## config.mk

```make
export PLATFORM = sky130hd
export DESIGN_NAME = dbf_fmt_top
export DESIGN_NICKNAME = d
export VERILOG_FILES = /design/src/rtl/dbf_pkg.sv /design/src/rtl/dbf_byte_permute.sv /design/src/rtl/dbf_addr_form.sv /design/src/rtl/dbf_qual_gen.sv /design/src/rtl/dbf_out_stage.sv /design/src/rtl/dbf_fmt_top.sv
export SDC_FILE = /design/constraint.sdc
export NUM_CORES = 1
export LEC_CHECK = 0
export ABC_AREA = 1
export BUFFER_PORTS_ARGS = -buffer_cell sky130_fd_sc_hd__buf_2
export CORE_MARGIN = 2
export CORE_UTILIZATION = 45
export CTS_CLUSTER_DIAMETER = 120
export DETAILED_ROUTE_END_ITERATION = 10
export PLACE_DENSITY_LB_ADDON = 0.12
export SYNTH_ARGS = -nofsm -noshare
export SYNTH_HDL_FRONTEND = slang
export SYNTH_SLANG_ARGS = --single-unit
```

## constraint.sdc

```tcl
create_clock -name clk_i -period 1.6 [get_ports clk_i]
set_input_delay 0.16 -clock clk_i [delete_from_list [all_inputs] [get_ports clk_i]]
set_output_delay 0.16 -clock clk_i [all_outputs]
set_load 0.02 [all_outputs]
```

## src/rtl/dbf_pkg.sv

```systemverilog
package dbf_pkg;
  typedef enum logic [1:0] {
    SWAP_NONE    = 2'd0,
    SWAP_ALL     = 2'd1,
    SWAP_IN_HALF = 2'd2,
    SWAP_HALVES  = 2'd3
  } swap_mode_e;

  typedef struct packed {
    logic commit;
    logic zero_page;
    logic store_type;
  } store_qual_t;

  localparam int QUAL_W = $bits(store_qual_t);
endpackage

```

## src/rtl/dbf_byte_permute.sv

```systemverilog
module dbf_byte_permute #(
  parameter int DATA_W = 64
) (
  input  logic [DATA_W-1:0] data_i,
  input  logic [1:0]        mode_i,
  output logic [DATA_W-1:0] data_o
);
  localparam int BYTES = DATA_W / 8;
  localparam int HALF  = BYTES / 2;

  logic [7:0] lane_in [BYTES];

  for (genvar k = 0; k < BYTES; k++) begin : g_lane
    // lane 0 is the most significant byte
    localparam int SRC_ALL  = BYTES - 1 - k;
    localparam int SRC_HREV = (k / HALF) * HALF + HALF - 1 - (k % HALF);
    localparam int SRC_HSWP = (k + HALF) % BYTES;

    logic [3:0][7:0] cand;

    assign lane_in[k] = data_i[DATA_W-1-8*k -: 8];
    assign cand = {lane_in[SRC_HSWP], lane_in[SRC_HREV], lane_in[SRC_ALL], lane_in[k]};
    assign data_o[DATA_W-1-8*k -: 8] = cand[mode_i];
  end
endmodule

```

## src/rtl/dbf_addr_form.sv

```systemverilog
module dbf_addr_form #(
  parameter int ADDR_W = 40,
  parameter int HI_W   = 8
) (
  input  logic [ADDR_W-1:0] addr_i,
  input  logic              reg_i,
  input  logic              wide_i,
  input  logic [HI_W-1:0]   hi_i,
  input  logic              flip_i,
  output logic [ADDR_W-1:0] addr_o
);
  localparam int LOW_W = ADDR_W - HI_W;

  logic [HI_W-1:0]  hi;
  logic [LOW_W-1:0] low;

  always_comb begin
    hi  = (wide_i || reg_i) ? addr_i[ADDR_W-1:LOW_W] : hi_i;
    low = addr_i[LOW_W-1:0];
    low[2] = addr_i[2] ^ (reg_i & flip_i);
  end

  assign addr_o = {hi, low};
endmodule

```

## src/rtl/dbf_qual_gen.sv

```systemverilog
module dbf_qual_gen
  import dbf_pkg::*;
(
  input  logic        write_i,
  input  logic        desc_i,
  input  logic        reg_i,
  input  logic        desc_commit_i,
  input  logic        buf_commit_i,
  input  logic        zero_page_i,
  input  logic        store_type_i,
  output store_qual_t qual_o
);
  logic cache_store;

  assign cache_store       = write_i & ~reg_i;
  assign qual_o.commit     = cache_store & (desc_i ? desc_commit_i : buf_commit_i);
  assign qual_o.zero_page  = cache_store & zero_page_i;
  assign qual_o.store_type = cache_store & store_type_i;
endmodule

```

## src/rtl/dbf_out_stage.sv

```systemverilog
module dbf_out_stage #(
  parameter int W = 8
) (
  input  logic         clk_i,
  input  logic         rst_ni,
  input  logic         in_valid_i,
  output logic         in_ready_o,
  input  logic [W-1:0] in_pay_i,
  output logic         out_valid_o,
  input  logic         out_ready_i,
  output logic [W-1:0] out_pay_o
);
  logic         valid_q;
  logic [W-1:0] pay_q;

  assign in_ready_o = ~valid_q | out_ready_i;

  always_ff @(posedge clk_i or negedge rst_ni) begin
    if (!rst_ni) begin
      valid_q <= 1'b0;
      pay_q   <= '0;
    end else if (in_ready_o) begin
      valid_q <= in_valid_i;
      if (in_valid_i) pay_q <= in_pay_i;
    end
  end

  assign out_valid_o = valid_q;
  assign out_pay_o   = pay_q;
endmodule

```

## src/rtl/dbf_fmt_top.sv

```systemverilog
module dbf_fmt_top
  import dbf_pkg::*;
#(
  parameter int DATA_W = 64,
  parameter int ADDR_W = 40,
  parameter int HI_W   = 8
) (
  input  logic              clk_i,
  input  logic              rst_ni,
  input  logic [1:0]        cfg_buf_mode_i,
  input  logic [1:0]        cfg_desc_mode_i,
  input  logic              cfg_wide_addr_i,
  input  logic [HI_W-1:0]   cfg_addr_hi_i,
  input  logic              cfg_desc_commit_i,
  input  logic              cfg_buf_commit_i,
  input  logic              cfg_zero_page_i,
  input  logic              cfg_store_type_i,
  input  logic              cfg_flip_a2_i,
  input  logic              in_valid_i,
  output logic              in_ready_o,
  input  logic              in_write_i,
  input  logic              in_desc_i,
  input  logic              in_reg_i,
  input  logic [ADDR_W-1:0] in_addr_i,
  input  logic [DATA_W-1:0] in_data_i,
  output logic              out_valid_o,
  input  logic              out_ready_i,
  output logic              out_write_o,
  output logic              out_reg_o,
  output logic [ADDR_W-1:0] out_addr_o,
  output logic [DATA_W-1:0] out_data_o,
  output logic              out_commit_o,
  output logic              out_zero_page_o,
  output logic              out_store_type_o
);
  localparam int PAY_W = 2 + QUAL_W + ADDR_W + DATA_W;

  swap_mode_e        mode_sel;
  logic [DATA_W-1:0] data_fmt;
  logic [ADDR_W-1:0] addr_fmt;
  store_qual_t       qual_fmt;
  store_qual_t       qual_q;
  logic [PAY_W-1:0]  pay_d;
  logic [PAY_W-1:0]  pay_q;

  // register accesses never reorder bytes
  always_comb begin
    if (in_reg_i)       mode_sel = SWAP_NONE;
    else if (in_desc_i) mode_sel = swap_mode_e'(cfg_desc_mode_i);
    else                mode_sel = swap_mode_e'(cfg_buf_mode_i);
  end

  dbf_byte_permute #(.DATA_W(DATA_W)) i_permute (
    .data_i (in_data_i),
    .mode_i (mode_sel),
    .data_o (data_fmt)
  );

  dbf_addr_form #(.ADDR_W(ADDR_W), .HI_W(HI_W)) i_addr (
    .addr_i (in_addr_i),
    .reg_i  (in_reg_i),
    .wide_i (cfg_wide_addr_i),
    .hi_i   (cfg_addr_hi_i),
    .flip_i (cfg_flip_a2_i),
    .addr_o (addr_fmt)
  );

  dbf_qual_gen i_qual (
    .write_i       (in_write_i),
    .desc_i        (in_desc_i),
    .reg_i         (in_reg_i),
    .desc_commit_i (cfg_desc_commit_i),
    .buf_commit_i  (cfg_buf_commit_i),
    .zero_page_i   (cfg_zero_page_i),
    .store_type_i  (cfg_store_type_i),
    .qual_o        (qual_fmt)
  );

  assign pay_d = {in_write_i, in_reg_i, qual_fmt, addr_fmt, data_fmt};

  dbf_out_stage #(.W(PAY_W)) i_stage (
    .clk_i       (clk_i),
    .rst_ni      (rst_ni),
    .in_valid_i  (in_valid_i),
    .in_ready_o  (in_ready_o),
    .in_pay_i    (pay_d),
    .out_valid_o (out_valid_o),
    .out_ready_i (out_ready_i),
    .out_pay_o   (pay_q)
  );

  assign {out_write_o, out_reg_o, qual_q, out_addr_o, out_data_o} = pay_q;
  assign out_commit_o     = qual_q.commit;
  assign out_zero_page_o  = qual_q.zero_page;
  assign out_store_type_o = qual_q.store_type;
endmodule

```

==> run summary <==
RUN STATUS
-------------------------------------------------------------------------------------
Run status                                                               finished with violations
Failing checks                                                            hold timing

ROUTE
-------------------------------------------------------------------------------------
Violation count after the first detailed-routing iteration                        427
Final routed DRC violation total                                                    0
WL/cell                                                                  15.4 microns
WL final                                                                 18100 microns
Via density per instance                                                         5.29
Total number of vias                                                             6224
Router iterations before antenna repair                                             5
Final antenna-violating net count                                                   0

CLOCK NETWORK
-------------------------------------------------------------------------------------
TritonCTS clock tree                                                            built
Number of sinks on the clock net                                                  110
Cell at the root of the clock tree                                       sky130_fd_sc_hd__clkbuf_16
CTS buffer count                                                                    9
Clock-pin slew of the registers on the worst-case setup and hold paths          80 ps
Insertion delay of the later-clocked pin in the worst-skew pair                350 ps
Number of instances resized during post-cts repair                                  0
CTS Buffer Depth                                                                    2
H-tree depth reported by CTS                                                        3

SYNTH
-------------------------------------------------------------------------------------
Portion of the post-synthesis area used by sequential elements                  0.478
Mean instance size in the synthesized netlist                              7.37 sq um
Number of unique standard cell types used by synthesis                             20
Post-synth net total                                                              910
Count of warnings emitted by yosys                                                  0
Register bit count reported by yosys                                              110
Post-Synthesis Cell Area                                                   5760 sq um
Instance count of the mapped netlist                                              781

CELLS AND AREA
-------------------------------------------------------------------------------------
Final core utilization                                                          0.593
Multi-input combinational cell area                                        2680 sq um
Seq. cell area                                                             2750 sq um
Final design instance area without fill                                    7450 sq um
Layout filler cell count                                                         1244
Net count of the finished layout                                                 1126
Proportion of layout cells with a drive suffix above 1                          0.280
Area growth from synthesis to layout                                            29.4%

DIE
-------------------------------------------------------------------------------------
Cell Rows                                                                          41
Area inside the core boundary                                             12600 sq um
Top-level port count                                                              240
Initial standard-cell utilization of the core                                   0.458
Die area                                                                  13700 sq um
Width of the chip                                                         117 microns
Vertical extent of the die                                                117 microns

TIMING
-------------------------------------------------------------------------------------
Worst-Margin Slew                                                              599 ps
Shortest clock period the worst path allows after layout                      1370 ps
Max Clock Freq                                                              0.731 GHz
Endpoints failing setup                                                             0
Clk_skew                                                                      6.65 ps
Final Max Slew Viols                                                                0
Final hold slack                                                             -2.53 ps
Setup repair after global routing missed its margin                             false
Rel. slew slack                                                                 0.600
Final setup TNS                                                                  0 ps
Hold Vio Cnt, Final                                                                 1
Worst setup margin                                                             233 ps
Final worst-path cycle share                                                    0.854

PLACED DESIGN
-------------------------------------------------------------------------------------
Weighted congestion at the end of routability-driven global placement           0.910
DP HPWL                                                                  12700 microns
Total placed instance area                                                 7130 sq um
Number of port buffers                                                            239
Worst Setup Slack post-DPL                                                     144 ps

WORST SETUP PATH
-------------------------------------------------------------------------------------
Type of destination of the critical path                                         flop
Worst setup path category                                                flop to flop
Launching element type of the critical path                                      flop
Data required time at the worst endpoint                                      1900 ps
Critical path's slowest cell                                             sky130_fd_sc_hd__dfrtp_1
Critical Path Fanout Max                                                           53
Largest stage delay on the critical path                                       420 ps
Worst path arrival time                                                       1660 ps
Crit-path cells                                                          a21oi_4, buf_12, buf_4, nand3_1, nand2_1

MIN PATH
-------------------------------------------------------------------------------------
Worst min-delay path class                                               input port to flop

GRT
-------------------------------------------------------------------------------------
Total global-route track usage                                                  0.263
Vias in the first global route                                                   5709
Final global-route overflow total                                                   0
Wire length of the first global-routing pass                             28000 microns
Initial antenna violation count                                                     6
Maximum number of pins on one net before global-route repair                      111

POWER AND IR DROP
-------------------------------------------------------------------------------------
Lkg Pwr                                                                    0.00412 uW
Power density normalized to cell area                                    1080 nW/um^2
Max IR drop VDD                                                                479 uV

FLOW RUN
-------------------------------------------------------------------------------------
Max Cap Violations                                                                  0

==> cell usage in the layout (no fill, tap or decap), drive strengths merged <==
cell,instances
nand2,312
nand3,259
buf,256
dfrtp,110
o21ai,21
nor2,12
clkbuf,11
inv,10
dlygate4sd3,3
diode,2
clkinvlp,2
clkinv,2
a21oi,1
xor2,1
or2,1
o2111ai,1
==> cell type report <==
type                            instances  area share
Inverter                                9     0.00470
Timing Repair Buffer                  259       0.199
Sequential cell                       110       0.369
Multi-Input combinational cell        608       0.359
Tap cell                              172      0.0289
Clock buffer                           11      0.0326
Clock inverter                          5     0.00554
Antenna cell                            2    0.000672
==> synth_stat cells <==
cell type | instances | area, sq um
sky130_fd_sc_hd__nor2_4 | 1 | 11.3
sky130_fd_sc_hd__a21oi_2 | 1 | 8.76
sky130_fd_sc_hd__nand3_2 | 1 | 10.0
sky130_fd_sc_hd__o21ai_0 | 21 | 105
sky130_fd_sc_hd__or2_2 | 1 | 6.26
sky130_fd_sc_hd__xor2_1 | 1 | 8.76
sky130_fd_sc_hd__inv_2 | 3 | 11.3
sky130_fd_sc_hd__buf_4 | 6 | 45.0
sky130_fd_sc_hd__buf_2 | 24 | 120
sky130_fd_sc_hd__nand2_1 | 310 | 1160
sky130_fd_sc_hd__dfrtp_1 | 110 | 2750
sky130_fd_sc_hd__nor2_1 | 10 | 37.5
sky130_fd_sc_hd__inv_1 | 6 | 22.5
sky130_fd_sc_hd__clkbuf_1 | 17 | 63.8
sky130_fd_sc_hd__nand2_2 | 2 | 12.5
sky130_fd_sc_hd__buf_6 | 6 | 67.6
sky130_fd_sc_hd__o2111ai_1 | 1 | 8.76
sky130_fd_sc_hd__buf_1 | 1 | 3.75
sky130_fd_sc_hd__nand3_1 | 258 | 1290
sky130_fd_sc_hd__nor2_2 | 1 | 6.26
==> through the flow <==
step / instances / total power [uW]
finish: 1176 / 8030
global placement: 1155 / 5890
detailed placement: 1155 / 5900
floorplan: 781 / 4920
CTS: 1174 / 8100
global route: 1174 / 8520
==> state kept, by name (all words and copies together), names as in the netlist <==
signal and flops:
i_stage.out_valid_o 1, i_stage.out_pay_o 109
==> worst paths after layout <==
| path | slack [ps] | from | endpoint | cells past startpoint |
|---|---|---|---|---|
| min in group asynchronous | 400 | rst_ni | i_stage.out_pay_o[78] | 3 |
| hold / removal | -3 | in_addr_i[31] | i_stage.out_pay_o[95] | 3 |
| setup / recovery | 230 | i_stage.out_valid_o | i_stage.out_pay_o[38] | 5 |
| setup reg to reg | 230 | i_stage.out_valid_o | i_stage.out_pay_o[38] | 5 |
| max in group asynchronous | 730 | rst_ni | i_stage.out_pay_o[59] | 3 |
| hold reg to reg | 470 | i_stage.out_pay_o[80] | i_stage.out_pay_o[80] | 2 |
==> metal layers <==
| metal | part of all wire | global-route usage |
|---|---|---|
| met3 | 0.085 | 0.0834 |
| met5 | 0.0027 | 0 |
| met1 | 0.40 | 0.319 |
| met4 | 0.018 | 0.0800 |
| met2 | 0.49 | 0.451 |
==> power by group <==
group          switching (uW)  internal, uW  leakage (uW)
Clock                    1080          1120      0.000133
Sequential                225          3200       0.00135
Combinational            1580           828       0.00264
Total                    2880          5150       0.00412
==> timing repair <==
| item | in CTS | in global routing |
|---|---|---|
| endpoints found under the hold margin | 112 | 0 |
| buffers inserted | 0 | 0 |
| hold buffers | 3 | 0 |
==> worst max-delay path: cells and delay by family (launching register included) <==
kind | cells | cell delay, ps
AOI/OAI and AO/OA | 1 | 220
buffers and inverters | 2 | 500
DFF | 1 | 420
and+or+nand+nor | 2 | 150
==> cell families (layout without fill, tap and decap cells) <==
family,count (synthesis),after routing,share of synthesized area
AND/OR/NAND/NOR,584,584,0.441
flip-flops,110,110,0.478
buffers and inverters,63,284,0.0580
AO/OA/AOI/OAI,23,23,0.0213
XOR/XNOR,1,1,0.00152
other,0,2,0
Note: power is estimated with default switching activity, not from simulation.
